`src/rtl/pktdev_tf_pkg.sv`:
```
package pktdev_tf_pkg;

    localparam int TF_DW = 8;
    localparam int TF_AW = 4;

    // register addresses
    localparam int A_FEAT_ERR = 1;
    localparam int A_COUNT    = 2;
    localparam int A_ADR_LO   = 3;
    localparam int A_ADR_MID  = 4;
    localparam int A_ADR_HI   = 5;
    localparam int A_DEVSEL   = 6;
    localparam int A_CMD_STAT = 7;
    localparam int A_CTL_ALT  = 8;

    // status masks and values
    localparam int ST_BUSY  = 'h80;
    localparam int ST_READY = 'h40;
    localparam int ST_SERV  = 'h10;
    localparam int ST_DRQ   = 'h08;
    localparam int ST_BLOCK = 'h88;
    localparam int ST_FAULT = 'h51;

    // command codes
    localparam int CMD_DEV_RESET = 'h08;
    localparam int CMD_PACKET    = 'hA0;
    localparam int CMD_SET_FEAT  = 'hEF;

    // reset values
    localparam int RV_ERROR   = 'h01;
    localparam int RV_COUNT   = 'h01;
    localparam int RV_ADR_LO  = 'h81;
    localparam int RV_ADR_MID = 'h14;
    localparam int RV_ADR_HI  = 'hEB;

    localparam int NIEN_BIT = 1;

    typedef enum logic {
        TF_IDLE,
        TF_DECODE
    } tf_state_e;

    typedef enum logic [2:0] {
        DEC_NONE,
        DEC_RESET,
        DEC_PACKET,
        DEC_FEATURE,
        DEC_OTHER
    } tf_dec_e;

endpackage

```
`src/rtl/pktdev_tf_cmd_fsm.sv`:
```
module pktdev_tf_cmd_fsm
    import pktdev_tf_pkg::*;
#(
    parameter int DW = TF_DW
) (
    input  logic          clk,
    input  logic          rst_n,
    input  logic          cmd_accept,
    input  logic [DW-1:0] cmd_byte,
    output tf_state_e     state_o,
    output tf_dec_e       dec_o
);
    localparam logic [DW-1:0] K_RESET  = DW'(CMD_DEV_RESET);
    localparam logic [DW-1:0] K_PACKET = DW'(CMD_PACKET);
    localparam logic [DW-1:0] K_FEAT   = DW'(CMD_SET_FEAT);

    tf_state_e     state_q, state_d;
    logic [DW-1:0] cmd_q;

    // state register
    always_ff @(posedge clk) begin
        if (!rst_n) begin
            state_q <= TF_IDLE;
            cmd_q   <= '0;
        end else begin
            state_q <= state_d;
            if (cmd_accept && state_q == TF_IDLE)
                cmd_q <= cmd_byte;
        end
    end

    // transitions T1 / T2
    always_comb begin
        state_d = state_q;
        unique case (state_q)
            TF_IDLE:   if (cmd_accept) state_d = TF_DECODE;
            TF_DECODE: state_d = TF_IDLE;
            default:   state_d = TF_IDLE;
        endcase
    end

    // outputs
    always_comb begin
        dec_o = DEC_NONE;
        unique case (state_q)
            TF_IDLE: dec_o = DEC_NONE;
            TF_DECODE: begin
                if (cmd_q == K_RESET)       dec_o = DEC_RESET;
                else if (cmd_q == K_PACKET) dec_o = DEC_PACKET;
                else if (cmd_q == K_FEAT)   dec_o = DEC_FEATURE;
                else                        dec_o = DEC_OTHER;
            end
            default: dec_o = DEC_NONE;
        endcase
    end

    assign state_o = state_q;

endmodule

```
`src/rtl/pktdev_tf_irq.sv`:
```
module pktdev_tf_irq (
    input  logic clk,
    input  logic rst_n,
    input  logic nien_q,     // current interrupt-disable bit
    input  logic ctl_we,     // control register write
    input  logic nien_wr,    // bit being written
    input  logic clr_req,
    input  logic set_req,
    output logic pending_o,
    output logic raise_o,
    output logic clear_o
);
    logic pend_q, raise_q, clear_q;
    logic pend_d, raise_d, clear_d;

    // clear, then raise, then enable change, in that order
    always_comb begin
        pend_d  = pend_q;
        raise_d = 1'b0;
        clear_d = 1'b0;
        if (clr_req && pend_d) begin
            pend_d  = 1'b0;
            clear_d = !nien_q;
        end
        if (set_req && !pend_d) begin
            pend_d  = 1'b1;
            raise_d = !nien_q;
        end
        if (ctl_we && pend_d) begin
            if (!nien_q && nien_wr)  clear_d = 1'b1;
            if (nien_q  && !nien_wr) raise_d = 1'b1;
        end
    end

    always_ff @(posedge clk) begin
        if (!rst_n) begin
            pend_q  <= 1'b0;
            raise_q <= 1'b0;
            clear_q <= 1'b0;
        end else begin
            pend_q  <= pend_d;
            raise_q <= raise_d;
            clear_q <= clear_d;
        end
    end

    assign pending_o = pend_q;
    assign raise_o   = raise_q;
    assign clear_o   = clear_q;

endmodule

```
`src/rtl/pktdev_taskfile.sv`:
```
module pktdev_taskfile
    import pktdev_tf_pkg::*;
#(
    parameter int DW = TF_DW,
    parameter int AW = TF_AW
) (
    input  logic          clk,
    input  logic          rst_n,
    input  logic [AW-1:0] addr,
    input  logic          wr_en,
    input  logic          rd_en,
    input  logic [DW-1:0] wdata,
    output logic [DW-1:0] rdata,
    input  logic          eng_status_we,
    input  logic [DW-1:0] eng_status,
    input  logic          eng_fault,
    input  logic [DW-1:0] eng_fault_code,
    output logic          irq_raise,
    output logic          irq_clear,
    output logic          intrq,
    output logic          pkt_start
);
    localparam logic [AW-1:0] KA_ERR  = AW'(A_FEAT_ERR);
    localparam logic [AW-1:0] KA_CNT  = AW'(A_COUNT);
    localparam logic [AW-1:0] KA_LO   = AW'(A_ADR_LO);
    localparam logic [AW-1:0] KA_MID  = AW'(A_ADR_MID);
    localparam logic [AW-1:0] KA_HI   = AW'(A_ADR_HI);
    localparam logic [AW-1:0] KA_DEV  = AW'(A_DEVSEL);
    localparam logic [AW-1:0] KA_CMD  = AW'(A_CMD_STAT);
    localparam logic [AW-1:0] KA_CTL  = AW'(A_CTL_ALT);
    localparam logic [DW-1:0] K_BUSY  = DW'(ST_BUSY);
    localparam logic [DW-1:0] K_DONE  = DW'(ST_READY | ST_SERV);
    localparam logic [DW-1:0] K_DRQ   = DW'(ST_DRQ);
    localparam logic [DW-1:0] K_BLOCK = DW'(ST_BLOCK);
    localparam logic [DW-1:0] K_FAULT = DW'(ST_FAULT);

    logic [DW-1:0] feat_q, count_q, lo_q, mid_q, hi_q, dev_q;
    logic [DW-1:0] status_q, error_q, rdata_q, rd_mux;
    logic          nien_q, pkt_q;

    tf_state_e state_w;
    tf_dec_e   dec_w;
    logic      fsm_idle, host_ok, cmd_accept, stat_rd, clr_req, set_req, ctl_we, pend_w;

    assign fsm_idle   = (state_w == TF_IDLE);
    assign host_ok    = ((status_q & K_BLOCK) == '0) && fsm_idle;
    assign cmd_accept = wr_en && (addr == KA_CMD) && host_ok;
    assign stat_rd    = rd_en && (addr == KA_CMD);
    assign clr_req    = cmd_accept || (stat_rd && ((status_q & K_BUSY) == '0));
    assign set_req    = (dec_w == DEC_FEATURE);
    assign ctl_we     = wr_en && (addr == KA_CTL);

    pktdev_tf_cmd_fsm #(.DW(DW)) u_fsm (
        .clk        (clk),
        .rst_n      (rst_n),
        .cmd_accept (cmd_accept),
        .cmd_byte   (wdata),
        .state_o    (state_w),
        .dec_o      (dec_w)
    );

    pktdev_tf_irq u_irq (
        .clk       (clk),
        .rst_n     (rst_n),
        .nien_q    (nien_q),
        .ctl_we    (ctl_we),
        .nien_wr   (wdata[NIEN_BIT]),
        .clr_req   (clr_req),
        .set_req   (set_req),
        .pending_o (pend_w),
        .raise_o   (irq_raise),
        .clear_o   (irq_clear)
    );

    always_comb begin
        rd_mux = '0;
        case (addr)
            KA_ERR:  rd_mux = error_q;
            KA_CNT:  rd_mux = count_q;
            KA_LO:   rd_mux = lo_q;
            KA_MID:  rd_mux = mid_q;
            KA_HI:   rd_mux = hi_q;
            KA_DEV:  rd_mux = dev_q;
            KA_CMD:  rd_mux = status_q;
            KA_CTL:  rd_mux = status_q;
            default: rd_mux = '0;
        endcase
    end

    always_ff @(posedge clk) begin
        if (!rst_n) begin
            feat_q   <= '0;
            count_q  <= DW'(RV_COUNT);
            lo_q     <= DW'(RV_ADR_LO);
            mid_q    <= DW'(RV_ADR_MID);
            hi_q     <= DW'(RV_ADR_HI);
            dev_q    <= '0;
            status_q <= '0;
            error_q  <= DW'(RV_ERROR);
            nien_q   <= 1'b0;
            pkt_q    <= 1'b0;
            rdata_q  <= '0;
        end else begin
            if (wr_en && host_ok) begin
                case (addr)
                    KA_ERR:  feat_q  <= wdata;
                    KA_CNT:  count_q <= wdata;
                    KA_LO:   lo_q    <= wdata;
                    KA_MID:  mid_q   <= wdata;
                    KA_HI:   hi_q    <= wdata;
                    KA_DEV:  dev_q   <= wdata;
                    default: ;
                endcase
            end
            unique case (dec_w)
                DEC_RESET: begin
                    feat_q   <= '0;
                    count_q  <= DW'(RV_COUNT);
                    lo_q     <= DW'(RV_ADR_LO);
                    mid_q    <= DW'(RV_ADR_MID);
                    hi_q     <= DW'(RV_ADR_HI);
                    dev_q    <= '0;
                    error_q  <= DW'(RV_ERROR);
                    status_q <= K_DONE;
                end
                DEC_PACKET:  status_q <= status_q | K_DRQ | K_DONE;
                DEC_FEATURE: status_q <= status_q | K_DONE;
                DEC_OTHER:   status_q <= status_q | K_DONE;
                default: ;
            endcase
            if (eng_status_we) status_q <= eng_status;
            if (eng_fault) begin
                status_q <= K_FAULT;
                error_q  <= eng_fault_code;
            end
            if (ctl_we) nien_q <= wdata[NIEN_BIT];
            pkt_q   <= (dec_w == DEC_PACKET);
            rdata_q <= rd_en ? rd_mux : '0;
        end
    end

    assign rdata     = rdata_q;
    assign pkt_start = pkt_q;
    assign intrq     = pend_w && !nien_q;

endmodule

```
`config.mk`:
```
export PLATFORM = sky130hd
export DESIGN_NAME = pktdev_taskfile
export DESIGN_NICKNAME = d
export VERILOG_FILES = /design/src/rtl/pktdev_tf_pkg.sv /design/src/rtl/pktdev_tf_cmd_fsm.sv /design/src/rtl/pktdev_tf_irq.sv /design/src/rtl/pktdev_taskfile.sv
export SDC_FILE = /design/constraint.sdc
export NUM_CORES = 1
export LEC_CHECK = 0
export BUFFER_PORTS_ARGS = -buffer_cell sky130_fd_sc_hd__buf_4
export CAP_MARGIN = 20
export CORE_ASPECT_RATIO = 0.7
export CORE_MARGIN = 3
export CORE_UTILIZATION = 40
export DETAILED_ROUTE_END_ITERATION = 12
export GPL_TIMING_DRIVEN = 1
export HOLD_SLACK_MARGIN = 0.06
export PLACE_DENSITY = 0.63
export SETUP_SLACK_MARGIN = 0.15
export SYNTH_ARGS = -nofsm -noshare
export SYNTH_HDL_FRONTEND = slang
export SYNTH_SLANG_ARGS = --single-unit
```
`constraint.sdc`:
```
create_clock -name clk -period 2.32 [get_ports clk]
set_input_delay 0.116 -clock clk [delete_from_list [all_inputs] [get_ports clk]]
set_output_delay 0.116 -clock clk [all_outputs]
set_load 0.03 [all_outputs]
```
==> qor.csv <==
stage,metric,value,unit
run,drv_cap,0,
worst_setup_path,endpoint,lo_q[7]$_SDFFE_PP1P_,
worst_setup_path,critPathArrivalTime,2.20,ns
logic_synthesis,async_reset_ff_share,0,%
timing,max-slew-margin-rel,57.6,%
placement,dp_hpwl,6.70,mm
layout,nNetsFinal,459,
power,p_sw,685,uW
route,drt-initial-drc-count,273,
route,drc,0,
worst_setup_path,critPathBufInv,0,
worst_setup_path,end_kind,flip-flop,
floorplanning,rows,27,
placement,placed_cells,516,
route,drtPass1Iterations,4,
logic_synthesis,synth-edff-count,0,
route,routed_wl,9.30,mm
clock_network,cts_max_path_buffers,2,
clock_network,cts_buffers,9,
worst_setup_path,worstPathRequired,2.53,ns
route,final_antenna_net_count,0,
timing,setup_viol,0,
status,status,completed,
worst_setup_path,rr_worst_depth,4,
grt,grt_pass1_vias,2774,
layout,antenna_cells,0,
clock_network,cts.sinks,78,
power,clkPwrFrac,47.7,%
grt,grt_max_degree,30,
layout,instances_no_fill,545,
power,pwr-share-comb,8.6,%
floorplanning,fp.dieW,117,um
clock_network,htreeDepth,3,
logic_synthesis,syn_area_per_cell,9.40,sq um
min_path,hp-class,in -> reg,
timing,rsz0062_at_grt,no,
logic_synthesis,ys_ff_latch,78,
grt,grt_first_pass_wirelength,14.8,mm
worst_setup_path,rr_endpoint,lo_q[7]$_SDFFE_PP1P_,
worst_setup_path,crit_fanout,11,
placement,port-buffer-count,45,
route,vias,2889,
clock_network,cts_tree,done,
placement,place.gp.congestion,0.849,
route,viasPerCell,5.30,
logic_synthesis,synth_top_area_share,45.1,%
worst_setup_path,cp-start-kind,flip-flop,
grt,grt_use_total,19.7,%
power,powerDensity,724,mW/mm^2
worst_setup_path,r2r_slack,0.32,ns
timing,tightestPinTransition,0.633,ns
layout,area_delta_synth_final,26.6,%
layout,layout-drive-gt1-share,20.3,%
logic_synthesis,synthesis.area,0.00346,sq mm
timing,period_share,86.1,%
logic_synthesis,synth_area_leaders,"dfxtp_1 (45%), mux2i_1 (14%), nor2_1 (3.9%), nand2_1 (3.7%), a21boi_0 (3.3%)",
worst_setup_path,crit_slowest_cell,or4b_4,
floorplanning,dieArea,0.00982,sq mm
clock_network,post_cts_buffers,0,
worst_setup_path,critPathTopFamily,simple AND/OR/NAND/NOR gates,
logic_synthesis,yosysTopAreaCell,dfxtp_1,
logic_synthesis,ys_warn_count,0,
power,seq_power_share,43.7,%
logic_synthesis,synth.yosys.seq_area_share,45.1,%
power,intPower,2490,uW
logic_synthesis,synthFlopType,dfxtp_1,
floorplanning,core_area,0.00814,sq mm
timing,post-route-min-period,2.00,ns
grt,grt_overflow,0,
worst_setup_path,path_cells,"or4b_4, or4_4, mux2i_1, nand2_1",
floorplanning,io_pins,46,
clock_network,clk_latency,0.33,ns
grt,antenna_found_initial,0,
floorplanning,die-height,83.8,um
logic_synthesis,syn_nets,402,
worst_setup_path,worstSetupPathType,reg -> reg,
worst_setup_path,cp.depth,4,
placement,place_area,0.00392,sq mm
layout,fin_area,0.00438,sq mm
timing,max_freq,501,MHz
floorplanning,start_util,42.5,%
route,wl_per_cell,17.1,um
power,p_leak,0.00186,uW
timing,finClkSkew,0.00571,ns
logic_synthesis,ys_types,48,
worst_setup_path,r2r_start,status_q[7]$_SDFFE_PP0P_,
timing,setup_tns,0,ns
power,swShare,21.6,%
worst_setup_path,critPathLaunch,status_q[7]$_SDFFE_PP0P_,
power,irDropWorstVdd,0.000570,V
clock_network,path_clk_slew,0.06,ns
timing,hold_viol,0,
timing,slew_viol_final,0,
clock_network,clockRootBuffer,clkbuf_16,
worst_setup_path,slowest_delay,0.65,ns
logic_synthesis,netlist_instances,368,
==> final cells by class <==
cell class                      instances  area (sq um)
Fill cell                             757          3760
Clock inverter                          3          67.6
Tap cell                              116           145
Inverter                                6          22.5
Clock buffer                           12           256
Timing Repair Buffer                   68           558
Multi-Input combinational cell        262          1770
Sequential cell                        78          1560
==> worst min path at each step <==
stage / start / end / slack [ns] / depth (start not counted)
2_1_floorplan: wdata[7] / hi_q[7]$_SDFFE_PP1P_ / 0.24 / 2
3_3_place_gp: eng_status[1] / status_q[1]$_SDFFE_PP0P_ / 0.34 / 2
3_5_place_dp: eng_status[1] / status_q[1]$_SDFFE_PP0P_ / 0.34 / 2
4_1_cts: wdata[4] / mid_q[4]$_SDFFE_PP1P_ / 0.07 / 3
5_1_grt: wdata[4] / mid_q[4]$_SDFFE_PP1P_ / 0.07 / 3
6_report: wdata[4] / mid_q[4]$_SDFFE_PP1P_ / 0.08 / 3
==> worst reg2reg max path, cell delays in order, from the launching register on <==
cell	delay (ns)
dfxtp_1	0.35
or4b_4	0.65
or4_4	0.62
mux2i_1	0.19
nand2_1	0.06
==> synthesized netlist by cell type, types with 3 or more instances <==
library cell and n:
dfxtp_1 78, a2bb2oi_1 3, nor2b_1 13, clkbuf_1 15, nor3_1 5, nand2b_1 3
nand3_1 7, a21boi_0 15, o21ai_0 11, nand3b_1 7, a22o_1 6, a31oi_1 3
nor3b_1 3, nor2_1 36, nor2_2 8, a22oi_1 9, a32o_1 5, inv_1 6
nand2_1 34, a21oi_1 8, mux2_2 3, a32oi_1 3, mux2i_1 47, and2_1 4
buf_2 4, or3b_2 3
==> stage by stage <==
stage | util (%) | setup WS (ns) | hold slack, ns | total power (uW)
global route | 53.8 | 0.213 | 0.0702 | 3290
detailed placement | 48.1 | 0.318 | 0.339 | 1670
global placement | 48.1 | 0.360 | 0.338 | 1660
floorplan | - | 0.510 | 0.240 | 1560
finish | 53.8 | 0.323 | 0.0813 | 3170
CTS | 53.8 | 0.313 | 0.0720 | 3200
==> power by group through the flow <==
stage / sequential [uW] / clock, uW / combinational, uW
after CTS: 1390 / 1540 / 272
after detailed placement: 1410 / 0 / 252
after global placement: 1410 / 0 / 251
final: 1390 / 1510 / 272
after floorplan: 1410 / 0 / 146
after global routing: 1390 / 1600 / 296
==> cells by family (layout without fill, tap and decap cells) <==
logic type	after synthesis	in the layout	synth area share (%)
AOI/OAI and AO/OA	75	75	15.8
buffers and inverters	28	89	3.72
DFF	78	78	45.1
and+or+nand+nor	137	137	20.8
muxes	50	50	14.6
==> registers in the layout, indices dropped and copies added (netlist names) <==
name             count
u_irq.raise_o        1
dev_q                8
nien_q               1
hi_q                 8
u_fsm.cmd_q          8
pkt_start            1
lo_q                 8
error_q              8
mid_q                8
count_q              8
status_q             8
u_irq.clear_o        1
u_irq.pending_o      1
rdata                8
u_fsm.state_o        1
==> routing by layer <==
layer  GRT usage [%]  share of wire [%]  vias up
li1                -                  -     1426
met1            29.6                 49     1360
met3            5.65                8.0        8
met2            27.5                 42       95
met4            4.38               0.77        0
met5               0                  0        -
==> cell usage in the layout, fill, tap and decap left out, types with 2 or more instances in the layout <==
master         count
dfxtp_1           78
buf_4             53
mux2i_1           47
nor2_1            36
nand2_1           34
a21boi_0          15
dlygate4sd3_1     14
nor2b_1           13
o21ai_0           11
a22oi_1            9
clkbuf_16          9
a21oi_1            8
nor2_2             8
nand3_1            7
nand3b_1           7
inv_1              6
a22o_1             6
nor3_1             5
a32o_1             5
and2_1             4
nand2b_1           3
or3b_2             3
a31oi_1            3
nor3b_1            3
mux2_2             3
a2bb2oi_1          3
a32oi_1            3
nor4b_1            2
nand4b_1           2
or3_1              2
o22ai_1            2
a221oi_1           2
or2_2              2
clkbuf_8           2
bufinv_16          2
==> what timing repair did <==
action	CTS	global route
hold endpoints to repair	14	0
hold buffers	14	0
resized for setup	0	0
Note: power is estimated with default switching activity, not from simulation.
